===== src/rtl/rstdump_pkg.sv =====
package rstdump_pkg;

  typedef enum logic [1:0] {
    REG_LOCK = 2'd0,
    REG_CTRL = 2'd1,
    REG_ATTR = 2'd2,
    REG_INFO = 2'd3
  } reg_sel_e;

  typedef enum logic [1:0] {
    CAUSE_SW_PERIPH = 2'd0,
    CAUSE_LOW_POWER = 2'd1,
    CAUSE_DEBUG     = 2'd2,
    CAUSE_HW_REQ    = 2'd3
  } cause_e;

  localparam int unsigned CTRL_EN_BIT  = 0;
  localparam int unsigned CTRL_IDX_LSB = 8;
  localparam int unsigned REG_W        = 32;

endpackage


===== src/rtl/rstdump_ctrl_regs.sv =====
module rstdump_ctrl_regs
  import rstdump_pkg::*;
#(
  parameter int unsigned IDX_FW = 4
) (
  input  logic              clk_i,
  input  logic              rst_ni,
  input  logic              we_i,
  input  logic [1:0]        sel_i,
  input  logic [REG_W-1:0]  wdata_i,
  output logic              lock_o,
  output logic              en_o,
  output logic [IDX_FW-1:0] idx_o
);

  logic              lock_q;
  logic              en_q, en_d;
  logic [IDX_FW-1:0] idx_q, idx_d;
  logic              lock_clr;
  logic              ctrl_upd;

  // clock enables
  assign lock_clr = we_i && (sel_i == REG_LOCK) && !wdata_i[0];
  assign ctrl_upd = we_i && (sel_i == REG_CTRL) && lock_q;

  always_comb begin
    en_d  = wdata_i[CTRL_EN_BIT];
    idx_d = wdata_i[CTRL_IDX_LSB +: IDX_FW];
  end

  always_ff @(posedge clk_i or negedge rst_ni) begin
    if (!rst_ni) begin
      lock_q <= 1'b1;
    end else if (lock_clr) begin
      lock_q <= 1'b0;
    end
  end

  always_ff @(posedge clk_i or negedge rst_ni) begin
    if (!rst_ni) begin
      en_q  <= 1'b0;
      idx_q <= '0;
    end else if (ctrl_upd) begin
      en_q  <= en_d;
      idx_q <= idx_d;
    end
  end

  assign lock_o = lock_q;
  assign en_o   = en_q;
  assign idx_o  = idx_q;

  // once cleared the lock stays cleared
  p_lock_sticky_r10: assert property (@(posedge clk_i) disable iff (!rst_ni)
    !lock_q |=> !lock_q);

  // a locked control register holds its contents
  p_ctrl_frozen_r9: assert property (@(posedge clk_i) disable iff (!rst_ni)
    !lock_q |=> ($stable(en_q) && $stable(idx_q)));

  // writing a one to the lock bit does not clear it
  p_lock_w1_keeps_r9: assert property (@(posedge clk_i) disable iff (!rst_ni)
    (lock_q && we_i && (sel_i == REG_LOCK) && wdata_i[0]) |=> lock_q);

endmodule


===== src/rtl/rstdump_store.sv =====
module rstdump_store
  import rstdump_pkg::*;
#(
  parameter int unsigned DUMP_W = 100,
  parameter int unsigned WORDS  = (DUMP_W + 31) / 32
) (
  input  logic                        clk_i,
  input  logic                        rst_ni,
  input  logic                        evt_i,
  input  logic [1:0]                  cause_i,
  input  logic                        en_i,
  input  logic [DUMP_W-1:0]           dump_i,
  output logic [WORDS-1:0][REG_W-1:0] words_o
);

  localparam int unsigned FLAT_W = WORDS * REG_W;
  localparam int unsigned PAD_W  = FLAT_W - DUMP_W;

  logic [FLAT_W-1:0] padded;
  logic              cap;

  generate
    if (PAD_W > 0) begin : g_pad
      assign padded = {{PAD_W{1'b0}}, dump_i};
    end else begin : g_nopad
      assign padded = dump_i;
    end
  endgenerate

  // capture only for system causes with capture armed
  assign cap = evt_i && en_i && (cause_i != CAUSE_SW_PERIPH);

  generate
    for (genvar g = 0; g < WORDS; g++) begin : g_word
      logic [REG_W-1:0] word_q, word_d;

      always_comb begin
        word_d = padded[g*REG_W +: REG_W];
      end

      always_ff @(posedge clk_i or negedge rst_ni) begin
        if (!rst_ni) begin
          word_q <= '0;
        end else if (cap) begin
          word_q <= word_d;
        end
      end

      assign words_o[g] = word_q;
    end
  endgenerate

  // armed system event stores the dump present at that edge
  p_capture_r2: assert property (@(posedge clk_i) disable iff (!rst_ni)
    (evt_i && en_i && (cause_i != CAUSE_SW_PERIPH)) |=> (words_o == $past(padded)));

  // disarmed capture holds the storage
  p_disabled_hold_r3: assert property (@(posedge clk_i) disable iff (!rst_ni)
    !en_i |=> $stable(words_o));

  // software peripheral reset never disturbs the storage
  p_sw_reset_hold_r4: assert property (@(posedge clk_i) disable iff (!rst_ni)
    (evt_i && (cause_i == CAUSE_SW_PERIPH)) |=> $stable(words_o));

  generate
    if (PAD_W > 0) begin : g_pad_chk
      // padding of the last word stays zero
      p_pad_zero_r7: assert property (@(posedge clk_i) disable iff (!rst_ni)
        words_o[WORDS-1][REG_W-1 -: PAD_W] == '0);
    end
  endgenerate

endmodule


===== src/rtl/rstdump_readmux.sv =====
module rstdump_readmux
  import rstdump_pkg::*;
#(
  parameter int unsigned WORDS  = 4,
  parameter int unsigned IDX_FW = 4
) (
  input  logic                        clk_i,
  input  logic                        rst_ni,
  input  logic                        re_i,
  input  logic [1:0]                  sel_i,
  input  logic                        lock_i,
  input  logic                        en_i,
  input  logic [IDX_FW-1:0]           idx_i,
  input  logic [WORDS-1:0][REG_W-1:0] words_i,
  output logic [REG_W-1:0]            rdata_o,
  output logic                        rvalid_o
);

  logic [REG_W-1:0] info_word;
  logic [REG_W-1:0] ctrl_word;
  logic [REG_W-1:0] rdata_d, rdata_q;
  logic             rvalid_q;

  // out-of-range index falls through to zero
  always_comb begin
    info_word = '0;
    for (int w = 0; w < WORDS; w++) begin
      if (32'(idx_i) == 32'(w)) begin
        info_word = words_i[w];
      end
    end
  end

  always_comb begin
    ctrl_word                               = '0;
    ctrl_word[CTRL_EN_BIT]                  = en_i;
    ctrl_word[CTRL_IDX_LSB +: IDX_FW]       = idx_i;
  end

  always_comb begin
    unique case (sel_i)
      REG_LOCK: rdata_d = {{(REG_W-1){1'b0}}, lock_i};
      REG_CTRL: rdata_d = ctrl_word;
      REG_ATTR: rdata_d = REG_W'(WORDS);
      default:  rdata_d = info_word;
    endcase
  end

  always_ff @(posedge clk_i or negedge rst_ni) begin
    if (!rst_ni) begin
      rvalid_q <= 1'b0;
    end else begin
      rvalid_q <= re_i;
    end
  end

  always_ff @(posedge clk_i or negedge rst_ni) begin
    if (!rst_ni) begin
      rdata_q <= '0;
    end else if (re_i) begin
      rdata_q <= rdata_d;
    end
  end

  assign rdata_o  = rdata_q;
  assign rvalid_o = rvalid_q;

  // one-cycle read latency
  p_rvalid_after_re_r12: assert property (@(posedge clk_i) disable iff (!rst_ni)
    re_i |=> rvalid_o);
  p_no_rvalid_idle_r12: assert property (@(posedge clk_i) disable iff (!rst_ni)
    !re_i |=> !rvalid_o);

  // index beyond the dump reads zero
  p_info_oob_zero_r6: assert property (@(posedge clk_i) disable iff (!rst_ni)
    (re_i && (sel_i == REG_INFO) && (32'(idx_i) >= 32'(WORDS))) |=> (rdata_o == '0));

  // attribute register reports the word count
  p_attr_count_r8: assert property (@(posedge clk_i) disable iff (!rst_ni)
    (re_i && (sel_i == REG_ATTR)) |=> (rdata_o == 32'(WORDS)));

endmodule


===== src/rtl/rstdump_capture.sv =====
module rstdump_capture
  import rstdump_pkg::*;
#(
  parameter int unsigned DUMP_W = 100,
  parameter int unsigned IDX_FW = 4
) (
  input  logic              clk_i,
  input  logic              rst_ni,
  input  logic [DUMP_W-1:0] dump_i,
  input  logic              rst_evt_i,
  input  logic [1:0]        rst_cause_i,
  input  logic              reg_we_i,
  input  logic              reg_re_i,
  input  logic [3:0]        reg_addr_i,
  input  logic [31:0]       reg_wdata_i,
  output logic [31:0]       reg_rdata_o,
  output logic              reg_rvalid_o
);

  localparam int unsigned WORDS = (DUMP_W + REG_W - 1) / REG_W;

  logic [1:0]                  sel;
  logic                        lock;
  logic                        en;
  logic [IDX_FW-1:0]           idx;
  logic [WORDS-1:0][REG_W-1:0] words;

  assign sel = reg_addr_i[3:2];

  rstdump_ctrl_regs #(
    .IDX_FW (IDX_FW)
  ) i_ctrl (
    .clk_i   (clk_i),
    .rst_ni  (rst_ni),
    .we_i    (reg_we_i),
    .sel_i   (sel),
    .wdata_i (reg_wdata_i),
    .lock_o  (lock),
    .en_o    (en),
    .idx_o   (idx)
  );

  rstdump_store #(
    .DUMP_W (DUMP_W),
    .WORDS  (WORDS)
  ) i_store (
    .clk_i   (clk_i),
    .rst_ni  (rst_ni),
    .evt_i   (rst_evt_i),
    .cause_i (rst_cause_i),
    .en_i    (en),
    .dump_i  (dump_i),
    .words_o (words)
  );

  rstdump_readmux #(
    .WORDS  (WORDS),
    .IDX_FW (IDX_FW)
  ) i_rd (
    .clk_i    (clk_i),
    .rst_ni   (rst_ni),
    .re_i     (reg_re_i),
    .sel_i    (sel),
    .lock_i   (lock),
    .en_i     (en),
    .idx_i    (idx),
    .words_i  (words),
    .rdata_o  (reg_rdata_o),
    .rvalid_o (reg_rvalid_o)
  );

  // a reset event alone never alters the control state
  p_evt_keeps_ctrl_r10: assert property (@(posedge clk_i) disable iff (!rst_ni)
    (rst_evt_i && !reg_we_i) |=> ($stable(en) && $stable(idx) && $stable(lock)));

endmodule


===== config.mk =====
export PLATFORM = sky130hd
export DESIGN_NAME = rstdump_capture
export DESIGN_NICKNAME = d
export VERILOG_FILES = /design/src/rtl/rstdump_pkg.sv /design/src/rtl/rstdump_ctrl_regs.sv /design/src/rtl/rstdump_store.sv /design/src/rtl/rstdump_readmux.sv /design/src/rtl/rstdump_capture.sv
export SDC_FILE = /design/constraint.sdc
export NUM_CORES = 1
export LEC_CHECK = 0
export BUFFER_PORTS_ARGS = -buffer_cell sky130_fd_sc_hd__buf_4
export CORE_ASPECT_RATIO = 0.9
export CORE_UTILIZATION = 55
export DETAILED_ROUTE_END_ITERATION = 6
export PLACE_DENSITY = 0.94
export SYNTH_ARGS = -nofsm -noshare
export SYNTH_HDL_FRONTEND = slang
export SYNTH_SLANG_ARGS = --single-unit

===== constraint.sdc =====
create_clock -name clk_i -period 3.34 [get_ports clk_i]
set_input_delay 0.167 -clock clk_i [delete_from_list [all_inputs] [get_ports clk_i]]
set_output_delay 0.167 -clock clk_i [all_outputs]
set_load 0.02 [all_outputs]

Word-level counts from Yosys, hierarchy flattened --
Index checks and enable logic that the tools add are counted.
Storage, ports and cells: register bits after elaboration 139, output and inout port bits 33
Cells by class: equal/unequal tests 5, muxes and demuxes 5, reduce and logical (&&, ||, !) cells 10
Operators with widths (count):
- $mux 32 | 4
- $pmux 32 s3 | 1
- $eq 4x2->1 const B | 2
- $logic_and 1x1->1 | 6
- $eq 4x1->1 const B | 1
- $logic_not 4->1 | 1
- $eq 2x1->1 const B | 1
- $eq 2x2->1 const B | 1
- $logic_not 2->1 | 1
- $reduce_bool 2->1 | 1
- $logic_not 1->1 | 1

Logic depth before layout (Yosys ltp) --
Gate-level depths: netlist of the first run.
depth after elaboration 6, gate-level depth with buffers 6

By module --
A second synthesis of the first run with hierarchy kept.
Second synthesis, totals: cell total of the unflattened synthesis 507, area total of the unflattened synthesis 6886.6 µm²
By module, submodules not included:
- rstdump_store | instances 1, cells each 241, area each 4450.5 µm², seq. area each 2502.4 µm²
- rstdump_readmux | instances 1, cells each 252, area each 2188.3 µm², seq. area each 825.8 µm²
- rstdump_ctrl_regs | instances 1, cells each 14, area each 247.7 µm², seq. area each 151.4 µm²

Least setup slack after synthesis of the first run --
No wires, ideal clock.
kind flip-flop to flip-flop, from register i_ctrl.idx_q[0], in the netlist i_ctrl.idx_o[0], to register i_rd.rdata_q[30], in the netlist i_rd.rdata_o[30], setup time 0.142 ns, data arrival time 1.301 ns, data required time 3.198 ns, path slack 1.897 ns, stages on the path, launching flop included 5, buffers on the path 1, period minus slack after synthesis 1.443 ns, path through dfrtp_1 or4b_4 buf_2 nor2_1 o32ai_2
On the way: word-level cells in the longest chain between the ends 6, elaborated cells on any way between the ends 9, classes of those cells eq/ne: 3; mux: 5; reduce/logical: 1
RTL lines:
- from (decl) | RTL line rstdump_ctrl_regs.sv:18 | logic [IDX_FW-1:0] idx_q, idx_d;
- from (signal assigned) | RTL line rstdump_ctrl_regs.sv:45 | idx_q <= idx_d;
- $logic_not 4->1 | RTL line rstdump_readmux.sv:28 | if (32'(idx_i) == 32'(w)) begin
- $mux 32 (3 in series) | RTL line rstdump_readmux.sv:28
- $mux 32 (*) | RTL line rstdump_readmux.sv:28
- $pmux 32 s3 (*) | RTL line rstdump_readmux.sv:41 | unique case (sel_i)
- to (signal assigned) | RTL line rstdump_readmux.sv:61 | rdata_q <= rdata_d;
- to (decl) | RTL line rstdump_readmux.sv:21 | logic [REG_W-1:0] rdata_d, rdata_q;
Mark *: on every way between the ends. The rest lies on a longest branch, timed or not. A chain may end at the register's enable or synchronous reset.

Worst setup path in the final report of the first run --
from register i_ctrl.idx_q[0], in the netlist i_ctrl.idx_o[0], to register i_rd.rdata_q[20], in the netlist i_rd.rdata_o[20]
Same word-level chain as after synthesis.

==> metrics.md, run 1 <==
| Metric | Value |
|---|---|
| Critical Path RT | `3.61 ns` |
| Cells after synthesis | `around 460` |
| Detailed Place HPWL | `a little over 9 mm` |
| GPL Wtd Cong | `0.7738` |
| Critical path endpoint category | `flip-flop` |
| Vias | `roughly 4800` |
| Post-synth top cells | `dfrtp_1, mux2_2, nor2_1` |
| Max VDD drop | `between 0.3 and 0.4 mV` |
| Clock transition at path regs | `about 0.060 ns` |
| Worst r2r dst | `i_rd.rdata_o[20]` |
| Crit path largest cell delay | `roughly 0.64 ns` |
| Leakage power | `around 4.4 nW` |
| Fin. Hold Viols | `0` |
| Total grt overflow | `0` |
| Largest net degree at the start of global routing | `101` |
| Placed Instances | `about 710` |
| Max Transition Viols Final | `0` |
| Setup CP Type | `reg -> reg` |
| Status | `finished with violations` |
| Period utilization | `0.6750` |
| # setup viols final | `0` |
| Synth top area share | `0.5804` |
| Top-level port count | `roughly 180` |
| Pre-CTS WS | `~1.2 ns` |
| Placed Area | `slightly above 0.007 sq mm` |
| NetSw | `between 0.0008 and 0.0009 W` |
| Number of diodes | `0` |
| Port buffer count | `146` |
| Comb power frac | `0.070` |
| Worst path cell trace | `nor2b_2 > buf_4 > a2bb2oi_1 > o32ai_1` |
| Sequential fraction of design power | `0.438` |
| Antenna viol nets, final | `0` |
| Initial drt markers | `~360` |
| Min Tclk post-route | `roughly 2.3 ns` |
| Slew HR | `0.4955` |
| CTS root buf | `clkbuf_16` |
| H-tree depth | `4` |
| Slew @ Worst Pin | `0.7568 ns` |
| Nets | `836` |
| CORE AREA | `0.01038 sq mm` |
| Wire per inst | `roughly 21 um` |
| Routed Wire Length | `approximately 18 mm` |
| Reg2Reg Depth | `4` |
| Sequential share of the synthesized area | `0.5849` |
| Reg area | `between 0.003 and 0.004 sq mm` |
| Die width | `about 110 um` |
| Syn_nets | `~600` |
| Clock skew | `0.01043 ns` |
| Rows | `35` |
| Worst hold-check path type | `in -> reg` |
| Failing checks | `DRC` |
| F_max | `0.4436 GHz` |
| Internal reg-to-reg setup slack | `~1.1 ns` |
| Area contributors post-synth | `dfrtp_1, mux2_2, a2bb2oi_1` |
| CP max stage cell | `nor2b_2` |
| Post-synth EDFFs | `0` |
| Worst-path maximum fanout | `19` |
| Netlist cell types | `32` |
| Initial Utilization | `0.5732` |
| Sw Share | `0.2150` |
| Post-route insts no fill | `roughly 840` |
| Clock share of power | `0.492` |
| Count leader, synth | `dfrtp_1` |
| Synth area leader | `dfrtp_1` |
| Number of max-cap violations | `0` |
| Synthesis Warnings | `0` |
| Ys flop type | `dfrtp_1` |
| Drc violations | `10` |
| Layout overhead on the synthesized area | `45.91%` |
| Initial antenna violation count | `0` |
| Fraction of layout cells with a size suffix above 1 | `0.4249` |
| Worst-case clock buffer depth | `2` |
| Yosys reg bits | `around 140` |
| Multi-input logic area | `between 0.002 and 0.0025 sq mm` |
| Power density over cell area | `between 400 and 500 mW/mm^2` |
| Worst reg2reg startpoint | `i_ctrl.idx_o[0]` |
| CP Launch Type | `flip-flop` |
| Final instance area | `0.008681 sq mm` |
| Pre-antenna DRT Iters | `7` |
| Asr flop ratio synth | `1.000` |
| WHS Path Cells | `2` |
| TritonCTS buffer count | `17` |
| Syn avg cell area | `between 10 and 15 sq um` |
| DIE AREA | `roughly 0.011 sq mm` |
| Avg Vias per Cell | `5.770` |
| Vias in the first global route | `between 5000 and 6000` |
| First-pass GRT wire length | `~28 mm` |
| Hold Path End | `i_store.g_word[1].word_q[17]` |
| Fill cells | `489` |
| Fin worst setup slack | `around 1.1 ns` |
| Total track usage | `0.3305` |
| Worst skew pair latency | `between 0.4 and 0.5 ns` |
| Die height | `~100 um` |
| Setup TNS | `0 ns` |
| Area of the mapped netlist | `roughly 0.006 sq mm` |
| # clock sinks | `between 100 and 150` |
| Min-delay src | `dump_i[49]` |
| Internal Pwr Total | `0.003025 W` |
| CP arrival | `2.53 ns` |
| CTS tree | `done` |
| RSZ-0062 raised after global routing | `no` |
==> sequential cells by signal, summed over array words and instances (netlist names) <==
signal / flops
i_ctrl.lock_o: 1
i_rd.rdata_o: 32
i_store.g_word.word_q: 100
i_ctrl.en_o: 1
i_rd.rvalid_o: 1
i_ctrl.idx_o: 4
==> layer usage <==
| metal | wire length (um) | track usage | share of wire |
|---|---|---|---|
| met1 | 6601 | 0.3659 | 0.37 |
| met2 | 9590 | 0.6039 | 0.54 |
| met3 | 970 | 0.06855 | 0.055 |
| met4 | 614 | 0.1757 | 0.035 |
| met5 | 0 | 0 | 0 |
==> power groups by stage <==
stage          sequential [W]  combinational (W)  clock [W]
5_1_grt               0.00169           0.000286    0.00200
4_1_cts               0.00169           0.000261    0.00192
2_1_floorplan         0.00172          0.0000189          0
3_5_place_dp          0.00172           0.000168          0
6_report              0.00169           0.000269    0.00190
3_3_place_gp          0.00172           0.000164          0
==> area by class of cell <==
| cell class | count | share of cell area |
|---|---|---|
| inverters | 29 | 0.01254 |
| clock buffers | 17 | 0.04901 |
| well taps | 129 | 0.01859 |
| multi-input cells | 256 | 0.2525 |
| clock inverters | 15 | 0.02032 |
| repair buffers | 250 | 0.2460 |
| flip-flops and latches | 139 | 0.4010 |
==> critical path: cells and delay by family, from the launching register on <==
kind                   cells  cell delay (ns)
AND/OR/NAND/NOR            1             0.64
AO/OA/AOI/OAI              2             0.48
flip-flops                 1             0.62
buffers and inverters      1             0.36
==> cell families (layout without fill, tap and decap cells) <==
| group | Yosys count | count (layout) | synth area share |
|---|---|---|---|
| muxes | 109 | 109 | 0.2078 |
| DFF | 139 | 139 | 0.5849 |
| AOI/OAI and AO/OA | 72 | 72 | 0.1031 |
| buffers and inverters | 60 | 311 | 0.04711 |
| and+or+nand+nor | 75 | 75 | 0.05721 |
==> through the flow <==
step	util	hold slack [ns]	power, W
after floorplan	-	-0.1286	0.001739
after global routing	0.8364	0.001701	0.003970
final	0.8364	0.01301	0.003854
after global placement	0.6849	0.2497	0.001881
after detailed placement	0.6849	0.2568	0.001885
after CTS	0.8364	0.0008003	0.003867
==> placed cells by master, fill, tap and decap left out, types with 2 or more instances in the layout <==
master         netlist  final
mux2i_1              2      2
bufinv_16            0      3
nand3_1              2      2
inv_1               29     29
mux2_2             106    106
buf_4                2    151
a2bb2oi_1           28     28
a211oi_1             2      2
nor2_1              57     57
clkbuf_16            0     17
clkinv_2             0      4
o32ai_1             27     27
clkinvlp_4           0      3
clkinv_4             0      5
a31oi_1              6      6
dlygate4sd3_1        0     97
nand2_1              2      2
dfrtp_1            138    137
nor2b_1              7      6
o31ai_1              4      4
==> worst max-delay path by stage <==
stage | slack (ns) | start | end
floorplan | 1.90 | i_ctrl.idx_o[0] | i_rd.rdata_o[30]
global route | 1.0 | i_ctrl.idx_o[0] | i_rd.rdata_o[20]
finish | 1.09 | i_ctrl.idx_o[0] | i_rd.rdata_o[20]
detailed placement | 1.20 | i_ctrl.idx_o[0] | i_rd.rdata_o[26]
CTS | 1.19 | i_ctrl.idx_o[0] | i_rd.rdata_o[25]
global placement | 1.34 | i_ctrl.idx_o[0] | i_rd.rdata_o[23]
==> repair_timing <==
item,in CTS,in global routing
resized for setup,0,0
hold endpoints to repair,179,0
hold buffers,97,0
setup buffers,0,0
Power figures use the tool's default switching activity.
==> run 2, diff against run 1 <==
CORE_UTILIZATION = 52   (was 55)
PLACE_DENSITY = 0.9   (was 0.94)
clock period = 2.1 ns   (was 3.34 ns; I/O delays follow)
==> metrics.md, run 2 (synthesis gave the netlist of run 1 again) <==
| Metric | Value |
|---|---|
| Status | `finished clean` |
| Clock transition at path regs | `roughly 0.05 ns` |
| F_max | `~0.54 GHz` |
| Fin worst setup slack | `approximately 0.26 ns` |
| Power density over cell area | `roughly 660 mW/mm^2` |
| NetSw | `approximately 0.0012 W` |
| Worst path cell trace | `nor2_1 > nand3_4 > o32ai_1` |
| Max Transition Viols Final | `0` |
| Rows | `36` |
| Fill cells | `around 590` |
| Setup TNS | `0 ns` |
| Metal2 WL | `9.198 mm` |
| Total track usage | `0.3130` |
| Slew @ Worst Pin | `about 0.53 ns` |
| Clock skew | `between 0.006 and 0.007 ns` |
| Fraction of layout cells with a size suffix above 1 | `0.4128` |
| Crit path largest cell delay | `roughly 0.51 ns` |
| Worst reg2reg startpoint | `i_ctrl.idx_o[3]` |
| Uppermost layer routed | `met4` |
| Min-delay src | `reg_addr_i[2]` |
| Internal reg-to-reg setup slack | `about 0.26 ns` |
| CP max stage cell | `o32ai_1` |
| Met1 wire length | `6.557 mm` |
| CTS tree | `done` |
| Most common cell after layout, fill and taps aside | `buf_4` |
| Avg Vias per Cell | `between 5 and 6` |
| Critical Path RT | `between 2 and 2.5 ns` |
| Top-level port count | `about 180` |
| GPL Wtd Cong | `~0.8` |
| Worst-case clock buffer depth | `2` |
| Sw Share | `0.2091` |
| Detailed Place HPWL | `approximately 9.3 mm` |
| RSZ-0062 raised after global routing | `no` |
| Initial Utilization | `0.5413` |
| Clock share of power | `0.462` |
| Critical path endpoint category | `flip-flop` |
| Largest register FFs | `100` |
| Total grt overflow | `0` |
| CORE AREA | `~0.011 sq mm` |
| CP arrival | `roughly 2.1 ns` |
| Largest net degree at the start of global routing | `about 100` |
| CP Launch Type | `flip-flop` |
| Die height | `103.5 um` |
| Fin. Hold Viols | `0` |
| Setup CP Type | `reg -> reg` |
| Number of max-cap violations | `0` |
| Reg2Reg Depth | `3` |
| # clock sinks | `about 140` |
| Sequential fraction of design power | `0.461` |
| Vias in the first global route | `between 5000 and 6000` |
| # setup viols final | `0` |
| Worst skew pair latency | `around 0.42 ns` |
| Layout overhead on the synthesized area | `47.97%` |
| Post-CTS sizing | `0` |
| Min Tclk post-route | `around 1.8 ns` |
| Internal Pwr Total | `0.004607 W` |
| Antenna viol nets, final | `0` |
| DIE AREA | `between 0.01 and 0.015 sq mm` |
| Finished Core Util | `0.8010` |
| Nets | `850` |
| CTS root buf | `clkbuf_16` |
| H-tree depth | `4` |
| Top reg by flops | `i_store.g_word.word_q` |
| Vias | `4827` |
| Slew HR | `0.6476` |
| Commonest cells after routing, fill and taps aside | `buf_4, dfrtp_1, dlygate4sd3_1` |
| Worst hold-check path type | `in -> reg` |
| Die width | `114.8 um` |
| Total power | `0.005825 W` |
| Worst r2r dst | `i_rd.rdata_o[7]` |
| Wire per inst | `about 20 um` |
| Period utilization | `0.8751` |
| Wire length on met3 | `roughly 1.0 mm` |
| Initial antenna violation count | `2` |
| Crit path max-delay family | `simple AND/OR/NAND/NOR gates` |
| Pre-CTS WS | `~0.39 ns` |
| Comb power frac | `0.077` |
| Bufs and invs on worst path | `0` |
| Worst-path maximum fanout | `28` |
| TritonCTS buffer count | `17` |
| Routed Wire Length | `around 18 mm` |
| Pre-antenna DRT Iters | `6` |
| Drc violations | `0` |
| Post-CTS setup buffers | `0` |
| Initial drt markers | `about 250` |
| WHS Path Cells | `3` |
| Leakage power | `~4.5 nW` |
| Hold Path End | `i_rd.rdata_o[0]` |
| Final hold slack | `roughly 0.047 ns` |
| Max VDD drop | `approximately 0.53 mV` |
| First-pass GRT wire length | `approximately 27 mm` |
| Port buffer count | `146` |
-- run 2: changes by cell type in the layout (fill, tap and decap cells not counted) --
cell / delta
dlygate4sd3_1: +10
clkbuf_1: +5
clkbuf_8: +5
clkinv_4: -5
buf_12: +3
bufinv_16: -3
clkinvlp_4: -3
clkinv_2: -2
diode_2: +2
buf_4: +1
-- run 2: per-stage QoR --
step / std cells / cell area (sq um)
after floorplan: 455 / 5949
after global placement: 733 / 7204
after detailed placement: 733 / 7204
after CTS: 869 / 8798
after global routing: 871 / 8803
final: 871 / 8803
-- run 2: cell type report --
| class | count | area [sq um] | share of cell area |
|---|---|---|---|
| timing repair buffer | 264 | 2303 | 0.2617 |
| inverter | 29 | 108.9 | 0.01236 |
| tap | 152 | 190.2 | 0.02160 |
| clock inverter | 2 | 10.01 | 0.001137 |
| sequential | 139 | 3481 | 0.3954 |
| clock buffer | 27 | 513.0 | 0.05827 |
| antenna | 2 | 5.005 | 0.0005685 |
| multi-input combinational | 256 | 2192 | 0.2490 |
-- run 2: power by group through the flow --
stage / Combinational, W / Sequential [W] / Clock (W)
after detailed placement: 0.000275 / 0.00273 / 0
after global placement: 0.000268 / 0.00273 / 0
after CTS: 0.000438 / 0.00268 / 0.00269
after floorplan: 0.0000300 / 0.00274 / 0
after global routing: 0.000477 / 0.00268 / 0.00285
final: 0.000447 / 0.00268 / 0.00269
-- run 2: tightest hold or removal path: stages --
cell and delay, ns:
buf_4 0.11, mux2i_1 0.07, o221ai_1 0.14
-- run 2: routing by layer --
metal	up-vias	GRT usage
met5	-	0
met4	0	0.1808
met3	58	0.08450
met2	210	0.5613
met1	2427	0.3391
li1	2132	-
-- run 2: how the worst max path moves through the flow --
stage | startpoint | end | slack [ns] | cells past startpoint
2_1_floorplan | i_ctrl.idx_o[0] | i_rd.rdata_o[30] | 0.66 | 4
3_3_place_gp | i_ctrl.idx_o[3] | i_rd.rdata_o[22] | 0.50 | 3
3_5_place_dp | i_ctrl.idx_o[3] | i_rd.rdata_o[23] | 0.39 | 3
4_1_cts | i_ctrl.idx_o[3] | i_rd.rdata_o[7] | 0.26 | 3
5_1_grt | i_ctrl.idx_o[3] | i_rd.rdata_o[7] | 0.11 | 3
6_report | i_ctrl.idx_o[3] | i_rd.rdata_o[7] | 0.26 | 3
-- run 2: repair_timing --
action | CTS | global route
hold buffers | 107 | 0
setup endpoints to repair | 0 | 0
hold endpoints to repair | 244 | 0
==> run 3, diff against run 2 <==
MAX_ROUTING_LAYER = met4   (was unset)
SLEW_MARGIN = 40   (was unset)
==> metrics.md, run 3 (synthesis gave the netlist of run 1 again) <==
| Metric | Value |
|---|---|
| Fin worst setup slack | `~0.26 ns` |
| Max Transition Viols Final | `0` |
| Final instance area | `~0.009 sq mm` |
| Placed Area | `0.007204 sq mm` |
| Max VDD drop | `approximately 0.53 mV` |
| Initial drt markers | `264` |
| Avg Vias per Cell | `5.518` |
| Nets | `850` |
| DIE AREA | `between 0.01 and 0.015 sq mm` |
| Antenna viol nets, final | `0` |
| Total track usage | `0.3227` |
| Worst-case clock buffer depth | `2` |
| # clock sinks | `139` |
| Leakage power | `4.490 nW` |
| Crit path to | `i_rd.rdata_o[7]` |
| Detailed Place HPWL | `about 9.3 mm` |
| Critical Path RT | `2.38 ns` |
| Top reg by flops | `i_store.g_word.word_q` |
| CTS root buf | `clkbuf_16` |
| Worst path cell trace | `nor2_1 > nand3_4 > o32ai_1` |
| Crit path largest cell delay | `roughly 0.5 ns` |
| Total grt overflow | `0` |
| Pre-CTS WS | `0.3865 ns` |
| Setup CP Type | `reg -> reg` |
| # setup viols final | `0` |
| Layout overhead on the synthesized area | `47.97%` |
| Worst reg2reg startpoint | `i_ctrl.idx_o[3]` |
| Bufs and invs on worst path | `0` |
| Die height | `103.5 um` |
| Internal reg-to-reg setup slack | `roughly 0.26 ns` |
| Vias in the first global route | `5359` |
| F_max | `0.5423 GHz` |
| Min Tclk post-route | `between 1.5 and 2 ns` |
| Largest net degree at the start of global routing | `slightly above 100` |
| Drc violations | `0` |
| CP Launch Type | `flip-flop` |
| Reg2Reg Depth | `3` |
| Clock skew | `around 0.0086 ns` |
| Worst r2r dst | `i_rd.rdata_o[7]` |
| Number of max-cap violations | `0` |
| Largest register FFs | `100` |
| Routed Wire Length | `~17 mm` |
| Wire per inst | `20.03 um` |
| Fin. Hold Viols | `0` |
| GRT Max-Usage Layer | `met2` |
| Grt met2 use | `0.5641` |
| Final hold slack | `between 0.05 and 0.06 ns` |
| GPL Wtd Cong | `0.7948` |
| Worst hold-check path type | `in -> reg` |
| CORE AREA | `about 0.011 sq mm` |
| Slew @ Worst Pin | `0.5326 ns` |
| Rows | `36` |
| Met3 Usage GRT | `0.07576` |
| Clock transition at path regs | `around 0.050 ns` |
| Vias | `4806` |
| Post-CTS setup buffers | `0` |
| Most common cell after layout, fill and taps aside | `buf_4` |
| Worst-path maximum fanout | `28` |
| WP depth | `3` |
| TritonCTS buffer count | `17` |
| Power density over cell area | `approximately 660 mW/mm^2` |
| Top-level port count | `roughly 180` |
| Fraction of layout cells with a size suffix above 1 | `0.4128` |
| Critical path endpoint category | `flip-flop` |
| CP arrival | `between 2 and 2.5 ns` |
| Setup TNS | `0 ns` |
| Met1 Resource Use GR | `0.3414` |
| Slew HR | `0.6450` |
| Initial Utilization | `0.5413` |
| Status | `finished clean` |
| Period utilization | `0.8781` |
| RSZ-0062 raised after global routing | `no` |
| Initial antenna violation count | `2` |
| Critical path origin | `i_ctrl.idx_o[3]` |
| Commonest cells after routing, fill and taps aside | `buf_4, dfrtp_1, dlygate4sd3_1` |
| Finished Core Util | `0.8010` |
| Port buffer count | `between 100 and 150` |
| CP max stage cell | `o32ai_1` |
| Worst skew pair latency | `0.42 ns` |
| Post-CTS sizing | `0` |
| CTS tree | `done` |
| First-pass GRT wire length | `approximately 27 mm` |
| Pre-antenna DRT Iters | `4` |
| Die width | `~110 um` |
| Crit path max-delay family | `simple AND/OR/NAND/NOR gates` |
| H-tree depth | `4` |
==> run 3: power by group <==
part,switching (W),total [W],internal (W)
sequential,0.00000130,0.00268,0.00268
combinational,0.000165,0.000447,0.000282
clock,0.00105,0.00269,0.00164
==> run 3: what timing repair did <==
action,4_1_cts,5_1_grt
endpoints found under the hold margin,244,0
setup endpoints to repair,0,0
hold buffers,107,0
==> run 3: worst register-to-register path, cell delays in order, from the launching register on <==
cell     delay (ns)
dfrtp_1        0.42
nor2_1         0.33
nand3_4        0.43
o32ai_1        0.52
==> run 3: final cells by class <==
type	count	area, sq um
timing repair buffer	264	2303
clock inverter	2	10.01
clock buffer	27	513.0
fill	586	2187
tap	152	190.2
multi-input combinational	256	2192
antenna	2	5.005
sequential	139	3481
inverter	29	108.9
==> run 3: worst min path at each step <==
stage,startpoint,end,cells past startpoint
6_report,reg_addr_i[2],i_rd.rdata_o[0],3
5_1_grt,reg_addr_i[2],i_rd.rdata_o[0],3
4_1_cts,reg_addr_i[2],i_rd.rdata_o[0],3
3_5_place_dp,rst_ni,i_store.g_word[2].word_q[13],1
3_3_place_gp,rst_ni,i_store.g_word[0].word_q[13],1
2_1_floorplan,rst_ni,i_ctrl.en_o,0
==> run 3: stage by stage <==
step | total power, W | std cells
global placement | 0.002999 | 733
detailed placement | 0.003006 | 733
finish | 0.005821 | 871
floorplan | 0.002766 | 455
CTS | 0.005814 | 869
global route | 0.006011 | 871
==> run 3: per-layer routing <==
layer / wire length (um) / vias to the layer above
met5: 0 / -
li1: - / 2127
met4: 722 / 0
met3: 934 / 59
met2: 9332 / 200
met1: 6459 / 2420
